--- src/rtl/ecc_log_pkg.sv ---
package ecc_log_pkg;
    localparam int DATA_W = 32;
    localparam int REG_AW = 8;
    localparam int WORD_AW = REG_AW - 2;

    // word indices of the register map
    localparam logic [WORD_AW-1:0] WA_STATUS = 6'd0;
    localparam logic [WORD_AW-1:0] WA_ENABLE = 6'd1;
    localparam logic [WORD_AW-1:0] WA_ADDR   = 6'd2;
    localparam logic [WORD_AW-1:0] WA_SYNCH  = 6'd3;

    // bit positions software depends on
    localparam int ST_CE   = 0;
    localparam int ST_UE   = 7;
    localparam int EN_CE   = 7;
    localparam int EN_UE   = 8;
    localparam int CHAN_BIT = 8;

    typedef struct packed {
        logic ue;
        logic ce;
    } cls_pair_t;
endpackage

--- src/rtl/ecc_capture.sv ---
module ecc_capture
    import ecc_log_pkg::*;
#(
    parameter int ADDR_W    = 32,
    parameter int BLK_SHIFT = 12,
    parameter int SYN_W     = 8
) (
    input  logic                      clk,
    input  logic                      rst_n,
    input  logic                      ce_i,
    input  logic                      ue_i,
    input  logic [ADDR_W-1:0]         addr_i,
    input  logic [SYN_W-1:0]          syn_i,
    input  logic                      chan_i,
    input  cls_pair_t                 clr_i,
    output cls_pair_t                 flag_o,
    output logic [ADDR_W-BLK_SHIFT-1:0] cap_blk_o,
    output logic [SYN_W-1:0]          cap_syn_o,
    output logic                      cap_chan_o
);
    localparam int BLK_W = ADDR_W - BLK_SHIFT;

    typedef struct packed {
        cls_pair_t          flag;
        logic [BLK_W-1:0]   blk;
        logic [SYN_W-1:0]   syn;
        logic               chan;
    } cap_state_t;

    cap_state_t st_d, st_q;
    cls_pair_t  kept;
    logic       load;

    always_comb begin
        st_d = st_q;
        // flags surviving this cycle's clear
        kept.ce = st_q.flag.ce & ~clr_i.ce;
        kept.ue = st_q.flag.ue & ~clr_i.ue;
        if (ue_i)
            load = ~kept.ue;
        else
            load = ce_i & ~kept.ce & ~kept.ue;
        st_d.flag.ce = kept.ce | ce_i;
        st_d.flag.ue = kept.ue | ue_i;
        if (load) begin
            st_d.blk  = addr_i[ADDR_W-1:BLK_SHIFT];
            st_d.syn  = syn_i;
            st_d.chan = chan_i;
        end
    end

    always_ff @(posedge clk) begin
        if (!rst_n) st_q <= '0;
        else        st_q <= st_d;
    end

    assign flag_o     = st_q.flag;
    assign cap_blk_o  = st_q.blk;
    assign cap_syn_o  = st_q.syn;
    assign cap_chan_o = st_q.chan;

    p_ue_sets_r3: assert property (@(posedge clk) disable iff (!rst_n)
        ue_i |=> flag_o.ue);
    p_ce_keeps_r4: assert property (@(posedge clk) disable iff (!rst_n)
        (ce_i && !ue_i && !clr_i.ce && !clr_i.ue && (flag_o.ce || flag_o.ue))
        |=> ($stable(cap_blk_o) && $stable(cap_syn_o) && $stable(cap_chan_o)));
    p_ue_over_r5: assert property (@(posedge clk) disable iff (!rst_n)
        (ue_i && !flag_o.ue) |=> (cap_blk_o == $past(addr_i[ADDR_W-1:BLK_SHIFT])
                                   && cap_syn_o == $past(syn_i)));
    p_ue_keeps_r6: assert property (@(posedge clk) disable iff (!rst_n)
        (ue_i && flag_o.ue && !clr_i.ue) |=> $stable(cap_blk_o));
    p_both_r7: assert property (@(posedge clk) disable iff (!rst_n)
        (ce_i && ue_i) |=> (flag_o.ce && flag_o.ue));
    p_sticky_r8: assert property (@(posedge clk) disable iff (!rst_n)
        (flag_o.ce && !clr_i.ce) |=> flag_o.ce);
    p_clear_r8: assert property (@(posedge clk) disable iff (!rst_n)
        (clr_i.ce && !ce_i) |=> !flag_o.ce);
    p_set_wins_r10: assert property (@(posedge clk) disable iff (!rst_n)
        (clr_i.ue && ue_i) |=> flag_o.ue);
endmodule

--- src/rtl/ecc_regif.sv ---
module ecc_regif
    import ecc_log_pkg::*;
#(
    parameter int ADDR_W    = 32,
    parameter int BLK_SHIFT = 12,
    parameter int SYN_W     = 8
) (
    input  logic                        clk,
    input  logic                        rst_n,
    input  logic [REG_AW-1:0]           reg_addr_i,
    input  logic                        reg_wr_i,
    input  logic [DATA_W-1:0]           reg_wdata_i,
    input  cls_pair_t                   flag_i,
    input  logic [ADDR_W-BLK_SHIFT-1:0] cap_blk_i,
    input  logic [SYN_W-1:0]            cap_syn_i,
    input  logic                        cap_chan_i,
    output cls_pair_t                   clr_o,
    output cls_pair_t                   en_o,
    output logic [DATA_W-1:0]           reg_rdata_o
);
    typedef struct packed {
        cls_pair_t en;
    } rif_state_t;

    rif_state_t st_d, st_q;
    logic [WORD_AW-1:0] widx;

    assign widx = reg_addr_i[REG_AW-1:2];

    always_comb begin
        st_d = st_q;
        clr_o = '0;
        if (reg_wr_i && widx == WA_STATUS) begin
            clr_o.ce = reg_wdata_i[ST_CE];
            clr_o.ue = reg_wdata_i[ST_UE];
        end
        if (reg_wr_i && widx == WA_ENABLE) begin
            st_d.en.ce = reg_wdata_i[EN_CE];
            st_d.en.ue = reg_wdata_i[EN_UE];
        end
    end

    always_ff @(posedge clk) begin
        if (!rst_n) st_q <= '0;
        else        st_q <= st_d;
    end

    assign en_o = st_q.en;

    always_comb begin
        reg_rdata_o = '0;
        case (widx)
            WA_STATUS: begin
                reg_rdata_o[ST_CE] = flag_i.ce;
                reg_rdata_o[ST_UE] = flag_i.ue;
            end
            WA_ENABLE: begin
                reg_rdata_o[EN_CE] = st_q.en.ce;
                reg_rdata_o[EN_UE] = st_q.en.ue;
            end
            WA_ADDR:   reg_rdata_o[ADDR_W-1:BLK_SHIFT] = cap_blk_i;
            WA_SYNCH: begin
                reg_rdata_o[SYN_W-1:0] = cap_syn_i;
                reg_rdata_o[CHAN_BIT]  = cap_chan_i;
            end
            default:   reg_rdata_o = '0;
        endcase
    end

    p_en_write_r11: assert property (@(posedge clk) disable iff (!rst_n)
        (reg_wr_i && widx == WA_ENABLE) |=> (en_o.ce == $past(reg_wdata_i[EN_CE])
                                            && en_o.ue == $past(reg_wdata_i[EN_UE])));
    p_en_hold_r11: assert property (@(posedge clk) disable iff (!rst_n)
        !(reg_wr_i && widx == WA_ENABLE) |=> $stable(en_o));
    p_low_zero_r2: assert property (@(posedge clk) disable iff (!rst_n)
        (widx == WA_ADDR) |-> (reg_rdata_o[BLK_SHIFT-1:0] == '0));
endmodule

--- src/rtl/ecc_alert.sv ---
module ecc_alert
    import ecc_log_pkg::*;
(
    input  logic      clk,
    input  logic      rst_n,
    input  cls_pair_t flag_i,
    input  cls_pair_t en_i,
    output logic      alert_o
);
    typedef struct packed {
        logic alert;
    } al_state_t;

    al_state_t st_d, st_q;

    always_comb begin
        st_d.alert = (flag_i.ce & en_i.ce) | (flag_i.ue & en_i.ue);
    end

    always_ff @(posedge clk) begin
        if (!rst_n) st_q <= '0;
        else        st_q <= st_d;
    end

    assign alert_o = st_q.alert;

    p_quiet_r12: assert property (@(posedge clk) disable iff (!rst_n)
        (!flag_i.ce && !flag_i.ue) |=> !alert_o);
    p_masked_r12: assert property (@(posedge clk) disable iff (!rst_n)
        (!en_i.ce && !en_i.ue) |=> !alert_o);
endmodule

--- src/rtl/ecc_err_log.sv ---
module ecc_err_log
    import ecc_log_pkg::*;
#(
    parameter int ADDR_W    = 32,
    parameter int BLK_SHIFT = 12,
    parameter int SYN_W     = 8
) (
    input  logic              clk,
    input  logic              rst_n,
    input  logic              ce_evt_i,
    input  logic              ue_evt_i,
    input  logic [ADDR_W-1:0] evt_addr_i,
    input  logic [SYN_W-1:0]  evt_syn_i,
    input  logic              evt_chan_i,
    input  logic [REG_AW-1:0] reg_addr_i,
    input  logic              reg_wr_i,
    input  logic [DATA_W-1:0] reg_wdata_i,
    output logic [DATA_W-1:0] reg_rdata_o,
    output logic              alert_o
);
    localparam int BLK_W = ADDR_W - BLK_SHIFT;

    cls_pair_t        flag, clr, en;
    logic [BLK_W-1:0] cap_blk;
    logic [SYN_W-1:0] cap_syn;
    logic             cap_chan;

    ecc_capture #(.ADDR_W(ADDR_W), .BLK_SHIFT(BLK_SHIFT), .SYN_W(SYN_W)) u_cap (
        .clk(clk), .rst_n(rst_n),
        .ce_i(ce_evt_i), .ue_i(ue_evt_i),
        .addr_i(evt_addr_i), .syn_i(evt_syn_i), .chan_i(evt_chan_i),
        .clr_i(clr), .flag_o(flag),
        .cap_blk_o(cap_blk), .cap_syn_o(cap_syn), .cap_chan_o(cap_chan)
    );

    ecc_regif #(.ADDR_W(ADDR_W), .BLK_SHIFT(BLK_SHIFT), .SYN_W(SYN_W)) u_rif (
        .clk(clk), .rst_n(rst_n),
        .reg_addr_i(reg_addr_i), .reg_wr_i(reg_wr_i), .reg_wdata_i(reg_wdata_i),
        .flag_i(flag), .cap_blk_i(cap_blk), .cap_syn_i(cap_syn), .cap_chan_i(cap_chan),
        .clr_o(clr), .en_o(en), .reg_rdata_o(reg_rdata_o)
    );

    ecc_alert u_alert (
        .clk(clk), .rst_n(rst_n),
        .flag_i(flag), .en_i(en), .alert_o(alert_o)
    );
endmodule

--- config.mk ---
export PLATFORM = sky130hd
export DESIGN_NAME = ecc_err_log
export DESIGN_NICKNAME = d
export VERILOG_FILES = /design/src/rtl/ecc_log_pkg.sv /design/src/rtl/ecc_capture.sv /design/src/rtl/ecc_regif.sv /design/src/rtl/ecc_alert.sv /design/src/rtl/ecc_err_log.sv
export SDC_FILE = /design/constraint.sdc
export NUM_CORES = 1
export LEC_CHECK = 0
export ABC_CLOCK_PERIOD_IN_PS = 1600
export BUFFER_PORTS_ARGS = -buffer_cell sky130_fd_sc_hd__buf_2
export CORE_MARGIN = 3
export CORE_UTILIZATION = 40
export CTS_CLUSTER_SIZE = 24
export DETAILED_ROUTE_END_ITERATION = 8
export GPL_TIMING_DRIVEN = 0
export PLACE_DENSITY = 0.79
export SYNTH_ARGS = -nofsm -noshare
export SYNTH_HDL_FRONTEND = slang
export SYNTH_SLANG_ARGS = --single-unit
--- constraint.sdc ---
create_clock -name clk -period 1.6 [get_ports clk]
set_input_delay 0.08 -clock clk [delete_from_list [all_inputs] [get_ports clk]]
set_output_delay 0.08 -clock clk [all_outputs]
set_load 0.02 [all_outputs]
==> impl_summary.log <==
INFO  metric status = finished, final reports clean
INFO  metric timing.clock.skew = 2.08 ps
INFO  metric grt_util_met3 = 6.76%
INFO  metric cpMaxStageDelayCell = sky130_fd_sc_hd__or4_4
INFO  metric crit_fanout = 5
INFO  metric cp_slowest_stage_delay = 550 ps
INFO  metric static-leakage-power = 1.20 nW
INFO  metric cts_root_buf = sky130_fd_sc_hd__clkbuf_8
INFO  metric top_usage_layer = met2
INFO  metric cap_violations = 0
INFO  metric finalNetCount = 366
INFO  metric timing.fmax = 0.641 GHz
INFO  metric max_ir_drop_vdd = 0.642 mV
INFO  metric clk_path_buf_depth = 2
INFO  metric clk_transition_reported_paths = 60 ps
INFO  metric timing.critical_path.to_type = primary output
INFO  metric synth-edff-count = 0
INFO  metric netlist-cell-type-count = 25
INFO  metric initial_utilization = 43.4%
INFO  metric synth.cell_area = 0.00166 mm2
INFO  metric floorplan.io_pins = 119
INFO  metric first_global_vias = 1,507
INFO  metric std_cell_rows = 22
INFO  metric seq_area_frac_synth = 41.0%
INFO  metric ys_seq_elements = 34
INFO  metric antenna_violations_before_repair = 0
INFO  metric worstPathCellList = buf_8 -> or4_4 -> nor3b_4 -> buf_6 -> buf_8 -> and2_4 -> buf_6
INFO  metric fin_ws = 40.4 ps
INFO  metric critical_path_arrival = 1480 ps
INFO  metric grt_util_met2 = 26.6%
INFO  metric most_used_standard_cell_by_instance_count_after_synthesis = sky130_fd_sc_hd__nand2_1
INFO  metric global_route_wire_length_before_repair = 6.58 mm
INFO  metric global_route.overflow_total = 0
INFO  metric first_iter_violations = 37
INFO  metric timing.critical_path.required = 1520 ps
INFO  metric pre_cts_slack = -283 ps
INFO  metric synthCells = 193
INFO  metric yosys-top-cells-area = sky130_fd_sc_hd__dfxtp_1, sky130_fd_sc_hd__mux2i_1, sky130_fd_sc_hd__nand2_1, sky130_fd_sc_hd__and2_1, sky130_fd_sc_hd__clkbuf_1
INFO  metric dp_hpwl = 2.81 mm
INFO  metric floorplan.die_area = 0.00496 mm2
INFO  metric power.density_cell_area = 739 mW/mm2
INFO  metric leading_post_synthesis_cells_by_instance_count = sky130_fd_sc_hd__nand2_1, sky130_fd_sc_hd__dfxtp_1, sky130_fd_sc_hd__mux2i_1, sky130_fd_sc_hd__and2_1, sky130_fd_sc_hd__clkbuf_1
INFO  metric gr-usage-all-layers = 16.4%
INFO  metric global_route.usage.met1 = 19.6%
INFO  metric cp.buffers_inverters = 4
INFO  metric synth_area_leader_cell = sky130_fd_sc_hd__dfxtp_1
INFO  metric cts.sinks = 34
INFO  metric clock_latency = 280 ps
INFO  metric tritoncts = done
INFO  metric crit_type = input port to primary output
INFO  metric synthArstFlopShare = 0%
INFO  metric post_synth.cell_area_avg = 8.60 um2
INFO  metric start_kind = input port
INFO  metric post-synth-top-area-fraction = 41.0%
INFO  metric cts-htree-levels = 2
INFO  metric final_worst_path_period_share = 97.5%
INFO  metric p_total = 1.82 mW
INFO  metric finalSetupViolations = 0
INFO  metric place.gp.congestion = 0.846
INFO  metric per_cell_via_count_in_the_routed_design = 4.70
INFO  metric cp_top_family = simple AND/OR/NAND/NOR gates
INFO  metric area_delta_synth_final = 48.7%
INFO  metric buffer_ports.inserted = 71
INFO  metric drt_drc_violations_left = 0
INFO  metric min_path_type = input port to register
INFO  metric yosys_most_used_dff = sky130_fd_sc_hd__dfxtp_1
INFO  metric drt_pass1_iterations = 4
INFO  metric die_h = 70.4 um
INFO  metric antenna_violating_nets_post_route = 0
INFO  metric dr_total_vias = 1,540
INFO  metric yosys_warnings = 0
INFO  metric cts_buffers = 5
INFO  metric post_route_cells_drive_above_1_share = 41.4%
INFO  metric insertedDiodeCount = 0
INFO  metric grt_start_max_net_pins = 11
INFO  metric wl = 4.22 mm
INFO  metric period_needed = 1560 ps
INFO  metric floorplan_core_area = 0.00383 mm2
INFO  metric wl_per_cell = 12.9 um
INFO  metric die_w = 70.4 um
INFO  metric drv_slew = 0
INFO  metric hold_violations = 0
logic make-up (layout without fill, tap and decap cells):
group,after synthesis,count (layout),synth area share [%]
AND/OR/NAND/NOR,101,101,29.5
buffers and inverters,17,102,5.88
other,1,3,0.226
AO/OA/AOI/OAI,7,7,3.39
flip-flops,34,34,41.0
multiplexers,33,33,20.0
flip-flops by register name (all words and copies together) (netlist names):
| signal | count |
|---|---|
| u_cap.cap_syn_o | 8 |
| u_cap.flag_o | 2 |
| u_cap.cap_blk_o | 20 |
| u_cap.cap_chan_o | 1 |
| u_rif.en_o | 2 |
| u_alert.alert_o | 1 |
worst register-to-register path, delay by kind of cell, from the launching register on:
kind	cells	cell delay [ps]
buf+inv	3	370
mux	1	200
flops	1	320
compound gates	2	360
per-stage QoR:
step	area [um2]	hold WS [ps]	cells	setup TNS [ps]	util [%]
2_1_floorplan	1670	204	195	0	-
3_3_place_gp	2080	329	314	-7950	54.4
3_5_place_dp	2080	334	314	-8240	54.4
5_1_grt	2470	31.6	328	-122	64.5
4_1_cts	2250	34.4	324	0	58.8
6_report	2470	44.7	328	0	64.5
cell usage in the layout (no fill, tap or decap), types with 2 or more instances in the layout:
master and instances:
sky130_fd_sc_hd__buf_8 5, sky130_fd_sc_hd__inv_1 2, sky130_fd_sc_hd__clkbuf_1 9, sky130_fd_sc_hd__nor2b_1 4, sky130_fd_sc_hd__a21oi_1 2, sky130_fd_sc_hd__mux2i_1 32
sky130_fd_sc_hd__conb_1 3, sky130_fd_sc_hd__buf_6 24, sky130_fd_sc_hd__a22oi_1 2, sky130_fd_sc_hd__and2_4 20, sky130_fd_sc_hd__nor2_1 4, sky130_fd_sc_hd__and2_1 6
sky130_fd_sc_hd__nand2_1 60, sky130_fd_sc_hd__dfxtp_1 34, sky130_fd_sc_hd__buf_2 49, sky130_fd_sc_hd__clkbuf_8 5, sky130_fd_sc_hd__buf_4 7
path summary, 6_finish.rpt:
check / start / to / slack (ps) / cells after the start
hold / removal: evt_addr_i[17] / u_cap.cap_blk_o[5] / 40 / 3
setup / recovery: reg_addr_i[6] / reg_rdata_o[24] / 40 / 7
setup reg to reg: u_cap.flag_o[1] / u_cap.cap_syn_o[1] / 280 / 6
hold reg to reg: u_cap.cap_syn_o[6] / u_cap.cap_syn_o[6] / 460 / 2
area by class of cell:
| type | instances | area [um2] |
|---|---|---|
| sequential | 34 | 681 |
| timing repair buffer | 78 | 577 |
| clock buffer | 7 | 76.3 |
| buffer | 15 | 113 |
| inverter | 2 | 7.51 |
| fill | 325 | 1360 |
| multi-input combinational | 144 | 955 |
| tap | 48 | 60.1 |
where the power goes:
part | switching [mW] | leakage [nW] | internal, mW | total (mW)
clock | 0.283 | 0.0383 | 0.299 | 0.583
combinational | 0.145 | 0.884 | 0.157 | 0.302
sequential | 0.0308 | 0.280 | 0.908 | 0.939
total | 0.459 | 1.20 | 1.36 | 1.82
repair_timing:
item                       4_1_cts  5_1_grt
pin swaps                        1        6
gates resized for setup         20       61
setup endpoints to repair       20       25
gates cloned                     2        0
hold buffers                     0        0
setup buffers                    1        4
metal layers:
metal  wire (um)  vias to the layer above
met4          44                        0
met3         379                        5
met2        1930                       57
met5           0                        -
met1        1860                      686
li1            -                      792
No activity file was read; power rests on OpenSTA's default activity.
